===== config.mk =====
export PLATFORM = sky130hd
export DESIGN_NAME = vfc_top
export DESIGN_NICKNAME = d
export VERILOG_FILES = /design/src/rtl/vfc_pkg.sv /design/src/rtl/vfc_limits.sv /design/src/rtl/vfc_cur_int.sv /design/src/rtl/vfc_freq.sv /design/src/rtl/vfc_trans.sv /design/src/rtl/vfc_top.sv
export SDC_FILE = /design/constraint.sdc
export NUM_CORES = 1
export LEC_CHECK = 0
export CORE_UTILIZATION = 35
export DETAILED_ROUTE_END_ITERATION = 12
export DONT_BUFFER_PORTS = 1
export SLEW_MARGIN = 25
export SYNTH_ARGS = -nofsm -noshare
export SYNTH_HDL_FRONTEND = slang
export SYNTH_SLANG_ARGS = --single-unit

===== constraint.sdc =====
create_clock -name clk -period 12.5 [get_ports clk]
set_input_delay 2.5 -clock clk [delete_from_list [all_inputs] [get_ports clk]]
set_output_delay 2.5 -clock clk [all_outputs]
set_load 0.05 [all_outputs]

===== src/rtl/vfc_pkg.sv =====
package vfc_pkg;

    localparam int CUR_W_D = 13;
    localparam int PER_W_D = 11;
    localparam int ACC_W_D = 20;

    typedef enum logic [1:0] {
        MON_FINT = 2'b00,
        MON_CINT = 2'b01,
        MON_NEG  = 2'b10,
        MON_POS  = 2'b11
    } mon_sel_e;

    typedef struct packed {
        logic [2:0] ki_sel;
        logic [2:0] kfi_sel;
        logic [3:0] pos_sel;
        logic [3:0] neg_sel;
        logic [2:0] fstart_sel;
        logic [1:0] long_sel;
        logic       auto_lim;
    } vfc_cfg_t;

    // twice the long-period multiplier: 2.5, 4.5, 8.5, 16.5
    function automatic logic [5:0] long_mult2(input logic [1:0] code);
        case (code)
            2'd0:    return 6'd5;
            2'd1:    return 6'd9;
            2'd2:    return 6'd17;
            default: return 6'd33;
        endcase
    endfunction

endpackage


===== src/rtl/vfc_limits.sv =====
module vfc_limits #(
    parameter int ACC_W = 20
) (
    input  logic [3:0]              neg_sel,
    input  logic [3:0]              pos_sel,
    input  logic [2:0]              fstart_sel,
    output logic signed [ACC_W-1:0] neg_lim,
    output logic signed [ACC_W-1:0] pos_lim,
    output logic signed [ACC_W-1:0] preset
);
    logic signed [ACC_W-1:0] one;

    always_comb begin
        one     = ACC_W'(1);
        neg_lim = -(one <<< neg_sel) - one;
        pos_lim = (one <<< pos_sel) - one;
        if (fstart_sel == 3'd0)
            preset = '0;
        else
            preset = neg_lim >>> (3'd7 - fstart_sel);
    end
endmodule


===== src/rtl/vfc_cur_int.sv =====
module vfc_cur_int #(
    parameter int CUR_W = 13,
    parameter int ACC_W = 20
) (
    input  logic                    clk,
    input  logic                    rst,
    input  logic                    step_en,
    input  logic [CUR_W-1:0]        setpoint,
    input  logic [CUR_W-1:0]        meas_cur,
    input  logic [2:0]              ki_sel,
    input  logic                    clamp_en,
    input  logic signed [ACC_W-1:0] neg_lim,
    input  logic signed [ACC_W-1:0] pos_lim,
    output logic signed [ACC_W-1:0] cur_q,
    output logic signed [ACC_W-1:0] cur_nxt
);
    localparam int WIDE = ACC_W + CUR_W + 9;
    localparam logic signed [ACC_W-1:0] MAX_A = {1'b0, {(ACC_W-1){1'b1}}};
    localparam logic signed [ACC_W-1:0] MIN_A = {1'b1, {(ACC_W-1){1'b0}}};
    localparam logic signed [WIDE-1:0]  HI_W  = WIDE'(MAX_A);
    localparam logic signed [WIDE-1:0]  LO_W  = WIDE'(MIN_A);

    logic signed [CUR_W:0]   err;
    logic signed [WIDE-1:0]  err_w;
    logic signed [WIDE-1:0]  sum;
    logic signed [ACC_W-1:0] sat;

    always_comb begin
        err   = $signed({1'b0, setpoint}) - $signed({1'b0, meas_cur});
        err_w = WIDE'(err);
        sum   = WIDE'(cur_q) + (err_w <<< ki_sel);
        if (sum > HI_W)
            sat = MAX_A;
        else if (sum < LO_W)
            sat = MIN_A;
        else
            sat = sum[ACC_W-1:0];
        if (clamp_en && sat > pos_lim)
            cur_nxt = pos_lim;
        else if (clamp_en && sat < neg_lim)
            cur_nxt = neg_lim;
        else
            cur_nxt = sat;
    end

    always_ff @(posedge clk) begin
        if (rst)
            cur_q <= '0;
        else if (step_en)
            cur_q <= cur_nxt;
    end
endmodule


===== src/rtl/vfc_freq.sv =====
module vfc_freq #(
    parameter int PER_W = 11,
    parameter int ACC_W = 20,
    localparam int CNT_W = PER_W + 6
) (
    input  logic                    clk,
    input  logic                    rst,
    input  logic                    step_en,
    input  logic                    on_evt,
    input  logic                    preset_en,
    input  logic signed [ACC_W-1:0] preset,
    input  logic [PER_W-1:0]        target_per,
    input  logic [2:0]              kfi_sel,
    output logic signed [ACC_W-1:0] f_q,
    output logic [CNT_W-1:0]        run_cnt,
    output logic [CNT_W-1:0]        period_q
);
    localparam int WIDE = ACC_W + CNT_W + 9;
    localparam logic [CNT_W-1:0]        CMAX  = '1;
    localparam logic signed [ACC_W-1:0] MAX_A = {1'b0, {(ACC_W-1){1'b1}}};
    localparam logic signed [ACC_W-1:0] MIN_A = {1'b1, {(ACC_W-1){1'b0}}};
    localparam logic signed [WIDE-1:0]  HI_W  = WIDE'(MAX_A);
    localparam logic signed [WIDE-1:0]  LO_W  = WIDE'(MIN_A);

    logic [CNT_W-1:0]        new_per;
    logic signed [CNT_W+1:0] perr;
    logic signed [WIDE-1:0]  perr_w;
    logic signed [WIDE-1:0]  fsum;
    logic signed [ACC_W-1:0] fsat;

    always_comb begin
        new_per = (run_cnt == CMAX) ? run_cnt : run_cnt + 1'b1;
        perr    = $signed({2'b00, new_per})
                - $signed({{(CNT_W+2-PER_W){1'b0}}, target_per});
        perr_w  = WIDE'(perr);
        fsum    = WIDE'(f_q) + (perr_w <<< kfi_sel);
        if (fsum > HI_W)
            fsat = MAX_A;
        else if (fsum < LO_W)
            fsat = MIN_A;
        else
            fsat = fsum[ACC_W-1:0];
    end

    always_ff @(posedge clk) begin
        if (rst) begin
            f_q      <= '0;
            run_cnt  <= '0;
            period_q <= '0;
        end else if (step_en) begin
            if (on_evt) begin
                run_cnt  <= '0;
                period_q <= new_per;
            end else begin
                run_cnt  <= new_per;
            end
            if (preset_en)
                f_q <= preset;
            else if (on_evt)
                f_q <= fsat;
        end
    end
endmodule


===== src/rtl/vfc_trans.sv =====
module vfc_trans
    import vfc_pkg::*;
#(
    parameter int CUR_W = 13,
    parameter int PER_W = 11,
    localparam int CNT_W = PER_W + 6
) (
    input  logic             clk,
    input  logic             rst,
    input  logic             step_en,
    input  logic [CUR_W-1:0] setpoint,
    input  logic             auto_lim,
    input  logic [1:0]       long_sel,
    input  logic [PER_W-1:0] target_per,
    input  logic [CNT_W-1:0] run_cnt,
    input  logic             off_evt,
    output logic             trans_q,
    output logic             trans_act
);
    logic [CUR_W-1:0] sp_q;
    logic [CNT_W-1:0] prod;
    logic [CNT_W-1:0] thr;
    logic             trig;

    always_comb begin
        prod      = CNT_W'(long_mult2(long_sel)) * CNT_W'(target_per);
        thr       = prod >> 1;
        trig      = step_en && ((auto_lim && (setpoint != sp_q)) || (run_cnt > thr));
        trans_act = trans_q || trig;
    end

    always_ff @(posedge clk) begin
        if (rst) begin
            sp_q    <= '0;
            trans_q <= 1'b0;
        end else if (step_en) begin
            sp_q <= setpoint;
            if (trig)
                trans_q <= 1'b1;
            else if (trans_q && off_evt)
                trans_q <= 1'b0;
        end
    end
endmodule


===== src/rtl/vfc_top.sv =====
module vfc_top
    import vfc_pkg::*;
#(
    parameter int CUR_W = CUR_W_D,
    parameter int PER_W = PER_W_D,
    parameter int ACC_W = ACC_W_D,
    localparam int CNT_W = PER_W + 6
) (
    input  logic                    clk,
    input  logic                    rst,
    input  logic                    step_en,
    input  logic [CUR_W-1:0]        setpoint,
    input  logic [CUR_W-1:0]        meas_cur,
    input  logic [PER_W-1:0]        target_per,
    input  logic [2:0]              ki_sel,
    input  logic [2:0]              kfi_sel,
    input  logic                    auto_lim,
    input  logic [1:0]              long_sel,
    input  logic [3:0]              pos_sel,
    input  logic [3:0]              neg_sel,
    input  logic [2:0]              fstart_sel,
    input  logic [1:0]              mon_sel,
    output logic                    drive_on,
    output logic                    in_transient,
    output logic [CNT_W-1:0]        period_meas,
    output logic signed [ACC_W-1:0] mon_val
);
    vfc_cfg_t cfg;
    mon_sel_e msel;

    assign cfg = '{ki_sel: ki_sel, kfi_sel: kfi_sel, pos_sel: pos_sel,
                   neg_sel: neg_sel, fstart_sel: fstart_sel,
                   long_sel: long_sel, auto_lim: auto_lim};
    assign msel = mon_sel_e'(mon_sel);

    logic signed [ACC_W-1:0] neg_lim, pos_lim, preset;
    logic signed [ACC_W-1:0] cur_q, cur_nxt, f_q;
    logic [CNT_W-1:0]        run_cnt;
    logic                    trans_act, trans_q;
    logic                    drv_q, on_evt, off_evt;

    vfc_limits #(.ACC_W(ACC_W)) u_lim (
        .neg_sel(cfg.neg_sel), .pos_sel(cfg.pos_sel), .fstart_sel(cfg.fstart_sel),
        .neg_lim(neg_lim), .pos_lim(pos_lim), .preset(preset)
    );

    vfc_cur_int #(.CUR_W(CUR_W), .ACC_W(ACC_W)) u_cur (
        .clk(clk), .rst(rst), .step_en(step_en),
        .setpoint(setpoint), .meas_cur(meas_cur), .ki_sel(cfg.ki_sel),
        .clamp_en(trans_act), .neg_lim(neg_lim), .pos_lim(pos_lim),
        .cur_q(cur_q), .cur_nxt(cur_nxt)
    );

    // crossing detection against the value held before this step
    always_comb begin
        off_evt = step_en && drv_q && (cur_q >= f_q) && (cur_nxt < f_q);
        on_evt  = step_en && !drv_q && (cur_q < 0) && (cur_nxt >= 0);
    end

    vfc_freq #(.PER_W(PER_W), .ACC_W(ACC_W)) u_freq (
        .clk(clk), .rst(rst), .step_en(step_en), .on_evt(on_evt),
        .preset_en(trans_act), .preset(preset), .target_per(target_per),
        .kfi_sel(cfg.kfi_sel), .f_q(f_q), .run_cnt(run_cnt), .period_q(period_meas)
    );

    vfc_trans #(.CUR_W(CUR_W), .PER_W(PER_W)) u_trans (
        .clk(clk), .rst(rst), .step_en(step_en), .setpoint(setpoint),
        .auto_lim(cfg.auto_lim), .long_sel(cfg.long_sel), .target_per(target_per),
        .run_cnt(run_cnt), .off_evt(off_evt), .trans_q(trans_q), .trans_act(trans_act)
    );

    always_ff @(posedge clk) begin
        if (rst)
            drv_q <= 1'b0;
        else if (off_evt)
            drv_q <= 1'b0;
        else if (on_evt)
            drv_q <= 1'b1;
    end

    always_comb begin
        case (msel)
            MON_FINT: mon_val = f_q;
            MON_CINT: mon_val = cur_q;
            MON_NEG:  mon_val = neg_lim;
            default:  mon_val = pos_lim;
        endcase
    end

    assign drive_on     = drv_q;
    assign in_transient = trans_q;
endmodule


Word level (Yosys, flattened, before mapping)

Index checks and enable logic that the tools add are counted.

Flip-flop bits (word level): 89
Output and inout port bits: 39
Logic and storage cells: 77
Input bits: 62

Multipliers: 1
Muxes and demuxes: 15
Order comparisons: 11
Reductions and logical operators: 23
Equal/unequal tests: 6
Shift-type cells: 5
$add $sub $neg: 9

Operators with widths:

| kind                                                                               | number |
|---|---|
| 20-bit 2-to-1 mux                                                                  | 9 |
| 20-bit case mux with 3 select lines                                                | 1 |
| 20-bit by 46-bit adder with 46-bit output                                          | 1 |
| 46-bit by 20-bit greater-than comparator with 1-bit output (second input constant) | 1 |
| 46-bit by 20-bit < comparator with 1-bit output (second input constant)            | 1 |
| 18-bit by 3-bit <<< shifter with 46-bit output                                     | 1 |
| 20-bit by 42-bit adder with 42-bit output                                          | 1 |
| 42-bit by 20-bit greater-than comparator with 1-bit output (second input constant) | 1 |
| 42-bit by 20-bit < comparator with 1-bit output (second input constant)            | 1 |
| 14-bit by 3-bit <<< shifter with 42-bit output                                     | 1 |
| 20-bit < comparator                                                                | 2 |
| 2-bit by 4-bit <<< shifter with 20-bit output (first input constant)               | 2 |
| 20-bit by 2-bit subtractor with 20-bit output (second input constant)              | 2 |
| 17-bit 2-to-1 mux                                                                  | 2 |
| 20-bit by 1-bit >= comparator with 1-bit output (second input constant)            | 1 |
| 20-bit >= comparator                                                               | 1 |
| 20-bit greater-than comparator                                                     | 1 |
| 20-bit by 1-bit < comparator with 1-bit output (second input constant)             | 1 |
| 20-bit negation                                                                    | 1 |
| 20-bit by 3-bit >>> shifter with 20-bit output                                     | 1 |
| 6-bit case mux with 3 select lines                                                 | 1 |
| 17-bit by 11-bit subtractor with 18-bit output                                     | 1 |
| 17-bit by 1-bit adder with 17-bit output (second input constant)                   | 1 |
| 17-bit equality test (second input constant)                                       | 1 |
| 16 further kinds                                                                   | 34 |

Logic depth before layout (Yosys ltp)

Depth in word-level cells: 15
Mapped depth: 46
Mapped depth without buffers: 44

Cells and area by module

Synthesis repeated with hierarchy kept, for this count alone.

Cells, all modules: 2038
Area, all modules: 15482.3 um2

By module, submodules not included:

| module      | cells each | instances | seq. area each (um2) | area an instance (um2) |
|---|---|---|---|---|
| vfc_freq    | 697        | 1         | 1081.0               | 5222.5 |
| vfc_cur_int | 668        | 1         | 400.4                | 4798.4 |
| vfc_trans   | 336        | 1         | 280.3                | 2891.5 |
| vfc_top     | 155        | 1         | 20.0                 | 1466.4 |
| vfc_limits  | 182        | 1         | 0.0                  | 1103.6 |

Worst setup path after synthesis

No wires, ideal clock.

Kind: input to register
Start point: in setpoint[0]
End point: reg u_trans.trans_q
Buffers on the path: 1
Data arrival time: 11311 ps
Data required time: 12397 ps
Library setup time: 103 ps
Path slack: 1086 ps
Cell stages on the path: 41
Path through: inv_1 ha_1 inv_1 fa_1 a21o_1 a21oi_1 o21bai_1 a2111o_1 a41oi_1 o21ai_0 xnor2_1 mux2_2 a221oi_1 ha_1 a21oi_1 o21a_1 o221ai_1 o211ai_2 (+5 left out) or3_1 o211ai_1 o311ai_1 a2111oi_0 nand2_1 and3_1 a311o_1 o221a_2 ha_1 nand4_1 nor2_1 nand3_1 or4_1 nand3_1 a2111oi_0 o21ai_0 nand2_1 a2111oi_2

Word-level cells in the longest chain between the ends: 15
Elaborated cells on any way between the ends: 24
Those cells by class: 2 x add/sub; 5 x order compare; 1 x eq/ne; 1 x shift; 5 x mux; 10 x reduce/logical

RTL lines:

| element                                         | RTL line          | source |
|---|---|---|
| start, declared                                 | vfc_top.sv:12     | `input logic [CUR_W-1:0] setpoint,` |
| 13-bit by 13-bit subtractor with 14-bit output  | vfc_cur_int.sv:29 | `err = $signed({1'b0, setpoint}) - $signed({1'b0, meas_cur});` |
| 14-bit by 3-bit <<< shifter with 42-bit output  | vfc_cur_int.sv:31 | `sum = WIDE'(cur_q) + (err_w <<< ki_sel);` |
| 20-bit by 42-bit adder with 42-bit output       | vfc_cur_int.sv:31 |  |
| 42-bit by 20-bit < comparator with 1-bit output | vfc_cur_int.sv:34 | `else if (sum < LO_W)` |
| 20-bit 2-to-1 mux                               | vfc_cur_int.sv:34 |  |
| 20-bit 2-to-1 mux                               | vfc_cur_int.sv:32 | `if (sum > HI_W)` |
| 20-bit < comparator                             | vfc_cur_int.sv:40 | `else if (clamp_en && sat < neg_lim)` |
| 1-bit logical AND                               | vfc_cur_int.sv:40 |  |
| 20-bit 2-to-1 mux                               | vfc_cur_int.sv:40 |  |
| 20-bit 2-to-1 mux (*)                           | vfc_cur_int.sv:38 | `if (clamp_en && sat > pos_lim)` |
| net cur_nxt[14]                                 | vfc_top.sv:37     | `logic signed [ACC_W-1:0] cur_q, cur_nxt, f_q;` |
| 20-bit < comparator (*)                         | vfc_top.sv:56     | `off_evt = step_en && drv_q && (cur_q >= f_q) && (cur_nxt < f_q);` |
| 1-bit logical AND (*)                           | vfc_top.sv:56     |  |
| 1-bit logical AND (*)                           | vfc_trans.sv:40   | `else if (trans_q && off_evt)` |
| 2-bit nonzero test (no line) (*)                | -                 |  |
| 2-bit AND reduction (no line) (*)               | -                 |  |
| end signal, assigned                            | vfc_trans.sv:35   | `trans_q <= 1'b0;` |
| end signal, assigned                            | vfc_trans.sv:39   | `trans_q <= 1'b1;` |
| end signal, assigned                            | vfc_trans.sv:41   | `trans_q <= 1'b0;` |
| end, declared                                   | vfc_trans.sv:17   | `output logic trans_q,` |

The timed path passes the listed nets; every way through them passes the cells marked *.
A chain may end at the register's enable or synchronous reset.

Worst setup path after layout

Same ends and word-level chain as after synthesis.

==> metrics.md <==
| Metric | Value |
|---|---|
| Status | finished, final reports clean |
| Nets | 2174 |
| Cell row count | 74 |
| CP Data Required Time | 12780 ps |
| Crit path kind | in -> reg |
| Max IR drop VDD | 0.120 mV |
| Synth Register Bits | 89 |
| Die X | 207 um |
| Post-route setup slack | 667 ps |
| Syn Inst Count | 1949 |
| Leak | 6.97 nW |
| Final Max Slew Viols | 0 |
| Area delta synth->final | 4.85% |
| Port Buffers | 0 |
| CTS H-tree lvls | 3 |
| Unique masters post-synth | 107 |
| Syn_area_per_cell | 7.57 sq um |
| Die Y | 207 um |
| Drt drc | 0 |
| Sequential fraction of the synthesis area | 0.121 |
| GRT Util Overall | 0.221 |
| Vias in the first global route | 13600 |
| Post-route ant nets | 0 |
| Final setup violation count | 0 |
| Worst-Skew Late Latency | 390 ps |
| CTS Buf Count | 9 |
| Diode count | 0 |
| Core area | 41200 sq um |
| Hold Vio Cnt, Final | 0 |
| Cell count after placement | 2405 |
| Routed length on met3 | 3.53 mm |
| Pwr dens | 209 nW/um^2 |
| EDFF count, synth | 0 |
| Largest net degree at the start of global routing | 90 |
| Setup Skew | 22.6 ps |
| Vias per cell | 5.93 |
| Min Tclk post-route | 11830 ps |
| Worst EP arrival | 12110 ps |
| Gpl congestion | 0.958 |
| Slew at the pin with the worst max-slew slack | 1000 ps |
| Hold crit path type | reg -> reg |
| Most common cell after layout, fill and taps aside | ha_1 |
| Initial Util | 0.358 |
| Clock sink total | 89 |
| Root Driver | clkbuf_16 |
| WHS | 518 ps |
| Largest cells by area after synthesis | ha_1, dfxtp_1, nand2_1 |
| CTS Hold Bufs | 0 |
| Final period utilization | 0.947 |
| Fmax | 0.0845 GHz |
| Max-Slew Margin vs Limit | 0.329 |
| Fraction of registers with async set/reset | 0 |
| DP Area | 15200 sq um |
| Area leader, netlist | ha_1 |
| Drt total wl | 48.5 mm |
| CTS tree | yes |
| DR pass1 iterations | 7 |
| First-pass GRT wire length | 75.9 mm |
| CP endpoint kind | flip-flop |
| Crit path max fanout | 16 |
| Synth top area share | 0.166 |
| Startpoint type of the worst setup path | input pin |
| Top FF cell, synth | dfxtp_1 |
| Most frequent cells in the layout | ha_1, nand2_1, nor2_1, inv_1, a21oi_1 |
| Synth warnings | 0 |
| Die area | 43000 sq um |
| CP max stage cell | or4_1 |
| Initial antenna violation count | 0 |
| Post-Layout Cell Count | 2421 |
| Crit-path max cell delay | 600 ps |
| CTS max path bufs | 2 |
| Clock slew at reported path FFs | 70 ps |
| Pre-CTS WS | 152 ps |
| Remaining Overflow, GRT | 0 |
| Post-synthesis cell area | 14800 sq um |
| Via Count | 14300 |
| Met2 wire len | 21.8 mm |
| Top sig layer | met4 |
| M1 WL | 21.5 mm |
| Share of cells above drive strength 1 | 0.0619 |
| Most frequent CP cell | ha_1 |
| Post-DP HPWL | 39.4 mm |
| MaxCap Viol Count | 0 |
| Finished Cell Area | 15500 sq um |
| Io pins | 101 |
| Post-DR wirelength/cell | 20.0 um |
| Iter 0 DRT Violations | 1091 |
[critical path, delay by kind of cell]
kind	cells	cell delay, ps
AND/OR/NAND/NOR	12	2420
XOR/XNOR	1	190
buffers and inverters	4	500
AO/OA/AOI/OAI	18	4350
adder cells (fa/ha/maj)	5	1430
multiplexers	2	700
[path summary, 6_finish.rpt]
check | from | endpoint | slack [ps] | depth (start not counted)
min reg2reg | u_trans.sp_q[6]$_SDFFE_PP0P_ | u_trans.sp_q[6]$_SDFFE_PP0P_ | 520 | 2
max | setpoint[0] | u_trans.trans_q$_SDFFE_PP0P_ | 670 | 42
min | u_trans.sp_q[6]$_SDFFE_PP0P_ | u_trans.sp_q[6]$_SDFFE_PP0P_ | 520 | 2
max reg2reg | u_freq.run_cnt[0]$_SDFFE_PP0P_ | u_freq.f_q[15]$_SDFFE_PP0P_ | 4590 | 25
[cell usage after synthesis (all sizes together), types with 15 or more instances]
library cell	n
and3	23
nor2b	25
ha	196
and2	16
a21o	49
xor2	39
o211ai	24
nor2	171
mux2i	53
nand3	59
fa	31
nand2b	16
dfxtp	89
buf	33
nand4	30
nor4	18
o21a	37
nand2	187
xnor2	66
a211oi	16
clkbuf	66
nor3	61
mux4	19
o21ai	108
a31oi	16
mux2	20
a211o	15
inv	150
a21oi	140
[state kept, by name, summed over array words and instances, names as in the netlist]
name,flops
drive_on,1
u_cur.cur_q,20
u_freq.f_q,20
u_freq.period_q,17
u_freq.run_cnt,17
u_trans.sp_q,13
u_trans.trans_q,1
[routing by layer]
| layer | track usage | vias up |
|---|---|---|
| li1 | - | 6953 |
| met1 | 0.297 | 6804 |
| met2 | 0.355 | 513 |
| met3 | 0.0372 | 77 |
| met4 | 0.0805 | 0 |
| met5 | 0 | - |
[cell families after synthesis]
logic type,after synthesis,synth area share
simple gates,648,0.211
compound gates,538,0.249
buf+inv,249,0.0676
fa+ha+maj,227,0.208
xor+xnor,105,0.0628
mux,92,0.0802
flops,89,0.121
other cells,1,0.000254
[layout make-up]
type	count	area (sq um)
Tap cell	532	666
Timing Repair Buffer	21	161
Sequential cell	89	1780
Fill cell	4250	25700
Multi-Input combinational cell	1614	12000
Clock inverter	3	26.3
Inverter	150	563
Clock buffer	12	236
[power breakdown]
group	leakage [nW]	internal [W]	total (W)	switching, W
Sequential	0.729	0.000344	0.000491	0.000147
Combinational	6.11	0.000997	0.00248	0.00148
Clock	0.127	0.000136	0.000271	0.000135
[what timing repair did]
action | 4_1_cts | 5_1_grt
gates resized for setup | 0 | 13
setup endpoints to repair | 0 | 2
setup buffers | 0 | 1
[metrics by stage]
step	power, W	TNS, ps	utilization
floorplan	0.00230	0	-
global placement	0.00286	0	0.368
detailed placement	0.00290	0	0.368
CTS	0.00319	0	0.375
global route	0.00352	-4.56	0.376
finish	0.00324	0	0.376
Note: power is estimated with default switching activity, not from simulation.
